--- config.mk ---
export PLATFORM = sky130hd
export DESIGN_NAME = ipi_doorbell_ctrl
export DESIGN_NICKNAME = d
export VERILOG_FILES = /design/src/rtl/ipi_pkg.sv /design/src/rtl/ipi_addr_dec.sv /design/src/rtl/ipi_set.sv /design/src/rtl/ipi_irq_merge.sv /design/src/rtl/ipi_doorbell_ctrl.sv
export SDC_FILE = /design/constraint.sdc
export NUM_CORES = 1
export LEC_CHECK = 0
export BUFFER_PORTS_ARGS = -buffer_cell sky130_fd_sc_hd__buf_2
export CAP_MARGIN = 25
export CORE_ASPECT_RATIO = 1.75
export CORE_MARGIN = 2
export CORE_UTILIZATION = 60
export DETAILED_ROUTE_END_ITERATION = 16
export HOLD_SLACK_MARGIN = 0.15
export PLACE_DENSITY = 0.86
export SYNTH_ARGS = -nofsm -noshare
export SYNTH_HDL_FRONTEND = slang
export SYNTH_SLANG_ARGS = --single-unit
--- constraint.sdc ---
create_clock -name clk_i -period 5.3 [get_ports clk_i]
set_input_delay 0.265 -clock clk_i [delete_from_list [all_inputs] [get_ports clk_i]]
set_output_delay 0.265 -clock clk_i [all_outputs]
set_load 0.02 [all_outputs]
--- src/rtl/ipi_pkg.sv ---
package ipi_pkg;
  localparam int unsigned NUM_SETS  = 8;
  localparam int unsigned NUM_CORES = 17;
  localparam int unsigned ADDR_W    = 8;
  localparam int unsigned DATA_W    = 32;

  typedef enum logic [1:0] {
    ACC_NONE = 2'd0,
    ACC_TRIG = 2'd1,
    ACC_MASK = 2'd2,
    ACC_ACK  = 2'd3
  } acc_kind_e;
endpackage

--- src/rtl/ipi_addr_dec.sv ---
module ipi_addr_dec
  import ipi_pkg::*;
#(
  parameter int unsigned N_SETS = NUM_SETS,
  parameter int unsigned A_W    = ADDR_W,
  localparam int unsigned SET_W = (N_SETS > 1) ? $clog2(N_SETS) : 1
) (
  input  logic [A_W-1:0]   addr_i,
  output acc_kind_e        kind_o,
  output logic [SET_W-1:0] set_o
);
  localparam int unsigned REG_WORDS = 2 * N_SETS;  // trigger+mask words
  localparam int unsigned WORD_W    = A_W - 2;

  logic [WORD_W-1:0] word;
  logic              aligned;

  assign word    = addr_i[A_W-1:2];
  assign aligned = (addr_i[1:0] == 2'b00);

  always_comb begin
    kind_o = ACC_NONE;
    set_o  = '0;
    if (aligned) begin
      if (int'(word) < REG_WORDS) begin
        kind_o = word[0] ? ACC_MASK : ACC_TRIG;
        set_o  = SET_W'(word >> 1);
      end else if (int'(word) < 2 * REG_WORDS && !word[0]) begin
        // ack alias sits one register block above the trigger registers
        kind_o = ACC_ACK;
        set_o  = SET_W'((int'(word) - REG_WORDS) >> 1);
      end
    end
  end
endmodule

--- src/rtl/ipi_set.sv ---
module ipi_set #(
  parameter int unsigned N_CORES = ipi_pkg::NUM_CORES
) (
  input  logic               clk_i,
  input  logic               rst_ni,
  input  logic               trig_we_i,
  input  logic               mask_we_i,
  input  logic               ack_we_i,
  input  logic [N_CORES-1:0] bits_i,
  output logic [N_CORES-1:0] pend_o,
  output logic [N_CORES-1:0] mask_o
);
  logic [N_CORES-1:0] pend_q, pend_d, mask_q;
  logic [N_CORES-1:0] set_bits, clr_bits;

  assign set_bits = trig_we_i ? bits_i : '0;
  assign clr_bits = ack_we_i  ? bits_i : '0;
  // trigger dominates acknowledge on the same bit
  assign pend_d   = (pend_q & ~clr_bits) | set_bits;

  always_ff @(posedge clk_i or negedge rst_ni) begin
    if (!rst_ni) begin
      pend_q <= '0;
      mask_q <= '0;
    end else begin
      pend_q <= pend_d;
      if (mask_we_i) mask_q <= bits_i;
    end
  end

  assign pend_o = pend_q;
  assign mask_o = mask_q;

  AST_TRIG_SETS: assert property (@(posedge clk_i) disable iff (!rst_ni)
    trig_we_i |=> ((pend_q & $past(bits_i)) == $past(bits_i)));
  AST_ACK_CLEARS: assert property (@(posedge clk_i) disable iff (!rst_ni)
    (ack_we_i && !trig_we_i) |=> ((pend_q & $past(bits_i)) == '0));
  AST_PEND_HOLD: assert property (@(posedge clk_i) disable iff (!rst_ni)
    (!trig_we_i && !ack_we_i) |=> $stable(pend_q));
  AST_MASK_STORE: assert property (@(posedge clk_i) disable iff (!rst_ni)
    mask_we_i |=> (mask_q == $past(bits_i)));
  AST_MASK_HOLD: assert property (@(posedge clk_i) disable iff (!rst_ni)
    !mask_we_i |=> $stable(mask_q));
endmodule

--- src/rtl/ipi_irq_merge.sv ---
module ipi_irq_merge #(
  parameter int unsigned N_SETS  = ipi_pkg::NUM_SETS,
  parameter int unsigned N_CORES = ipi_pkg::NUM_CORES
) (
  input  logic [N_SETS-1:0][N_CORES-1:0] pend_i,
  input  logic [N_SETS-1:0][N_CORES-1:0] mask_i,
  output logic [N_CORES-1:0]             irq_o
);
  logic [N_SETS-1:0][N_CORES-1:0] live;

  for (genvar s = 0; s < N_SETS; s++) begin : g_live
    assign live[s] = pend_i[s] & mask_i[s];
  end

  always_comb begin
    irq_o = '0;
    for (int s = 0; s < N_SETS; s++) irq_o |= live[s];
  end
endmodule

--- src/rtl/ipi_doorbell_ctrl.sv ---
module ipi_doorbell_ctrl
  import ipi_pkg::*;
#(
  parameter int unsigned N_SETS  = NUM_SETS,
  parameter int unsigned N_CORES = NUM_CORES,
  parameter int unsigned A_W     = ADDR_W,
  parameter int unsigned D_W     = DATA_W
) (
  input  logic               clk_i,
  input  logic               rst_ni,
  input  logic               req_i,
  input  logic               we_i,
  input  logic [A_W-1:0]     addr_i,
  input  logic [D_W-1:0]     wdata_i,
  output logic [D_W-1:0]     rdata_o,
  output logic [N_CORES-1:0] irq_o
);
  localparam int unsigned SET_W = (N_SETS > 1) ? $clog2(N_SETS) : 1;

  acc_kind_e                      kind;
  logic [SET_W-1:0]               set_sel;
  logic [N_CORES-1:0]             bits;
  logic [N_SETS-1:0][N_CORES-1:0] pend, mask;
  logic [D_W-1:0]                 rd_val, rdata_q;
  logic                           wr, rd;
  logic                           unused_wdata_hi;

  assign bits            = wdata_i[N_CORES-1:0];
  assign unused_wdata_hi = ^wdata_i[D_W-1:N_CORES];
  assign wr              = req_i && we_i;
  assign rd              = req_i && !we_i;

  ipi_addr_dec #(.N_SETS(N_SETS), .A_W(A_W)) dec_i (
    .addr_i (addr_i),
    .kind_o (kind),
    .set_o  (set_sel)
  );

  for (genvar s = 0; s < N_SETS; s++) begin : g_set
    logic hit;
    assign hit = wr && (int'(set_sel) == s);
    ipi_set #(.N_CORES(N_CORES)) set_i (
      .clk_i     (clk_i),
      .rst_ni    (rst_ni),
      .trig_we_i (hit && kind == ACC_TRIG),
      .mask_we_i (hit && kind == ACC_MASK),
      .ack_we_i  (hit && kind == ACC_ACK),
      .bits_i    (bits),
      .pend_o    (pend[s]),
      .mask_o    (mask[s])
    );
  end

  ipi_irq_merge #(.N_SETS(N_SETS), .N_CORES(N_CORES)) merge_i (
    .pend_i (pend),
    .mask_i (mask),
    .irq_o  (irq_o)
  );

  always_comb begin
    rd_val = '0;
    unique case (kind)
      ACC_TRIG: rd_val[N_CORES-1:0] = pend[set_sel];
      ACC_MASK: rd_val[N_CORES-1:0] = mask[set_sel];
      default:  rd_val = '0;  // ack alias and holes read zero
    endcase
  end

  always_ff @(posedge clk_i or negedge rst_ni) begin
    if (!rst_ni) rdata_q <= '0;
    else         rdata_q <= rd ? rd_val : '0;
  end

  assign rdata_o = rdata_q;

  AST_RDATA_HI_ZERO: assert property (@(posedge clk_i) disable iff (!rst_ni)
    rdata_o[D_W-1:N_CORES] == '0);
  AST_IDLE_RDATA_ZERO: assert property (@(posedge clk_i) disable iff (!rst_ni)
    !rd |=> (rdata_o == '0));
  AST_HOLE_READ_ZERO: assert property (@(posedge clk_i) disable iff (!rst_ni)
    (rd && (kind == ACC_NONE || kind == ACC_ACK)) |=> (rdata_o == '0));
  AST_HOLE_WRITE_QUIET: assert property (@(posedge clk_i) disable iff (!rst_ni)
    (wr && kind == ACC_NONE) |=> ($stable(pend) && $stable(mask)));
  AST_IDLE_IRQ_STABLE: assert property (@(posedge clk_i) disable iff (!rst_ni)
    !wr |=> $stable(irq_o));
endmodule

==> metrics.md <==
| Metric | Value |
|---|---|
| Status | completed |
| CTS H-tree lvls | 1 |
| Fmax achieved | 303 MHz |
| Layout Nets | 1312 |
| Hold/Removal Path Class | in2reg |
| Post-synth EDFFs | 0 |
| I/O pin total | 93 |
| Ant diodes | 0 |
| CP Class | in2reg |
| YS warnings | 0 |
| Fillers | 1651 |
| Area grow syn2layout | 9.87% |
| Setup violators final | 0 |
| Period utilisation layout | approximately 62% |
| Worst Path Max Fanout | 29 |
| CP Cell Sequence | buf_2 -> a2111oi_4 -> buf_4 -> nand2b_1 -> ha_1 -> nor2_1 -> and3_1 -> buf_4 -> nand2_1 -> buf_8 -> a211oi_1 -> or3_1 |
| Peak VDD IR | 0.000277 V |
| FF+latch area | 7230 um2 |
| WP data arrival | 3790 ps |
| DRC | 0 |
| CTS Buffer Depth | 3 |
| Worst slew pin tran | 1100 ps |
| Worst skew pair latency | around 560 ps |
| Die X-Extent | 121 um |
| Min-delay src | wdata_i[16] |
| Multi-input gate area | 6560 um2 |
| # rows | 74 |
| Cell Area, Placed | approximately 15000 um2 |
| Largest net degree at the start of global routing | 135 |
| Clock slew at reported path FFs | approximately 70 ps |
| Ranking of synthesized cells by area | dfrtp_1 (51%), mux2_2 (15%), a22o_1 (10%), nand2_1 (4.6%), a22oi_1 (3.7%) |
| Total Routing Usage GR | between 30% and 40% |
| Most common cell after layout, fill and taps aside | dfrtp_1 |
| Routed WL | ~43000 um |
| Die Height | 208 um |
| Inst Count DP | roughly 1.5k |
| Critical Path End Type | register |
| R2R Setup Slk | 3260 ps |
| Vias in the first global route | 11.6k |
| Mapped cell area | 14300 um2 |
| Post-synth ARST share | 100% |
| Min Tclk post-route | between 3000 and 4000 ps |
| Synth cell types | 54 |
| P per Cell Area | 299 nW/um2 |
| Post-route ant nets | 0 |
| Critical path's slowest cell | nand2_1 |
| Inserted Clock Buffers | 27 |
| Total power | 4.70 mW |
| TritonCTS clock tree | yes |
| Number of max-cap violations | 0 |
| Port-buffer cells | 62 |
| Most frequent cells in the layout | dfrtp_1 (289), mux2_2 (187), nand2_1 (176), a22o_1 (163), a22oi_1 (71) |
| Initial antenna violation count | 1 |
| Final core occ | 67.2% |
| Clock skew | 16.8 ps |
| Post-synth top area share | roughly half |
| Drt wl/cell | about 27 um |
| Layout cell share with drive strength beyond 1 | between 20% and 30% |
| RSZ-0062 raised after global routing | false |
| R2R depth | 5 |
| Largest area contributor in the netlist | dfrtp_1 |
| CP Launch Type | primary input |
| Core box area | about 23000 um2 |
| Initial DRC Count | 1623 |
| Non-filler cells, final | 1587 |
| FF-to-FF End | rdata_o[7]$_DFF_PN0_ |
| Fin. max-slew vios | 0 |
| R2R Path Start | g_set[6].set_i.pend_o[7]$_DFF_PN0_ |
| Die Area | 25200 um2 |
| DR vias/cell | 7.32 |
| Slew headroom | 26.7% |
| HPWL Detailed | ~26000 um |
| Final hold viol count | 0 |
| Synth Register Bits | 289 |
| Clk root buf | clkbuf_16 |
| Worst path max stage delay | between 500 and 600 ps |
| Total Neg Setup Slack | 0 ps |
| Cell mode on critical path | buf_4 |
| Syn_area_per_cell | 11.4 um2 |
| Fin area | 15700 um2 |
| Main synth FF type | dfrtp_1 |
| Post-CTS resize count | 0 |
| Lkg Pwr | approximately 7.3 nW |
| Post-Syn Instances | 1255 |
| Total vias in the final route | roughly 12k |
| Hold_buf cts | 1 |
| Post-CTS setup buffers | 0 |
| Worst hold path depth | 3 |
| GR Overflow Total | 0 |
| Routability congestion estimate from global placement | 0.937 |
| Drt first pass iters | 7 |
| Seq/Total Area, Yosys | 50.5% |
| Endpoint, Worst Hold | g_set[6].set_i.pend_o[16]$_DFF_PN0_ |
| CP required | 5780 ps |
| Clock Sinks | 289 |
| First-pass GRT wire length | 65800 um |
| Starting Density | 61.1% |
==> sequential cells by signal, indices dropped and copies added, names as in the netlist <==
name	cells
g_set.set_i.mask_o	136
g_set.set_i.pend_o	136
rdata_o	17
==> cell type report <==
cell class	instances	area share, %
Clock buffer	35	4.68
Clock inverter	12	0.867
Inverter	6	0.143
Multi-Input combinational cell	846	41.7
Sequential cell	289	46.0
Tap cell	304	2.42
Timing Repair Buffer	95	4.20
==> per-layer routing <==
metal  routed length (um)  part of all wire, %  track usage (%)  up-vias
met2                20400                   47             53.4      894
li1                     -                    -                -     4747
met5                   13                0.030                0        -
met1                14700                   34             42.8     5731
met3                 5130                   12             7.70      236
met4                 2990                  6.9             21.4        2
==> where the power goes <==
| part | leakage (nW) | internal [mW] | switching, mW |
|---|---|---|---|
| combinational | 2.89 | 0.151 | 0.245 |
| sequential | 3.99 | 2.28 | 0.0684 |
| clock | 0.425 | 1.08 | 0.873 |
| total | 7.30 | 3.51 | 1.19 |
==> synth_stat cells, types with 10 or more instances <==
library cell / instances
mux2_4: 10
clkbuf_1: 84
nor3_1: 13
nand4_1: 17
mux2_2: 187
buf_4: 18
nand2_1: 176
o22ai_1: 14
a21oi_1: 17
dfrtp_1: 289
nor2_1: 21
o221ai_1: 13
a211oi_1: 14
a22oi_1: 71
a22o_1: 163
or3_1: 14
buf_2: 21
a221oi_1: 16
a2111oi_0: 13
==> worst max-delay path by stage <==
stage	from	end	slack, ps	cells past startpoint
2_1_floorplan	addr_i[2]	g_set[3].set_i.pend_o[10]$_DFF_PN0_	2260	12
3_3_place_gp	addr_i[2]	rdata_o[7]$_DFF_PN0_	1530	11
3_5_place_dp	addr_i[2]	rdata_o[7]$_DFF_PN0_	1460	11
4_1_cts	addr_i[2]	rdata_o[7]$_DFF_PN0_	1960	11
5_1_grt	addr_i[2]	rdata_o[9]$_DFF_PN0_	1990	12
6_report	addr_i[2]	rdata_o[9]$_DFF_PN0_	2000	12
==> per-stage QoR <==
| step | setup slack [ps] | hold slack (ps) |
|---|---|---|
| after detailed placement | 1460 | 310 |
| after global placement | 1530 | 305 |
| after CTS | 1960 | 169 |
| final | 2000 | 182 |
| after floorplan | 2260 | -30.6 |
| after global routing | 1990 | 210 |
==> worst max-delay path, delay by kind of cell <==
kind / cells / cell delay, ps
adder cells (fa/ha/maj): 1 / 320
AO/OA/AOI/OAI: 2 / 590
buffers and inverters: 4 / 1340
AND/OR/NAND/NOR: 5 / 1260
==> logic make-up after synthesis <==
group / synth area share, %
mux: 16.2
simple gates: 8.80
fa+ha+maj: 0.262
other cells: 0.0262
flops: 50.5
buf+inv: 4.22
compound gates: 20.0
No activity file was read; power rests on OpenSTA's default activity.
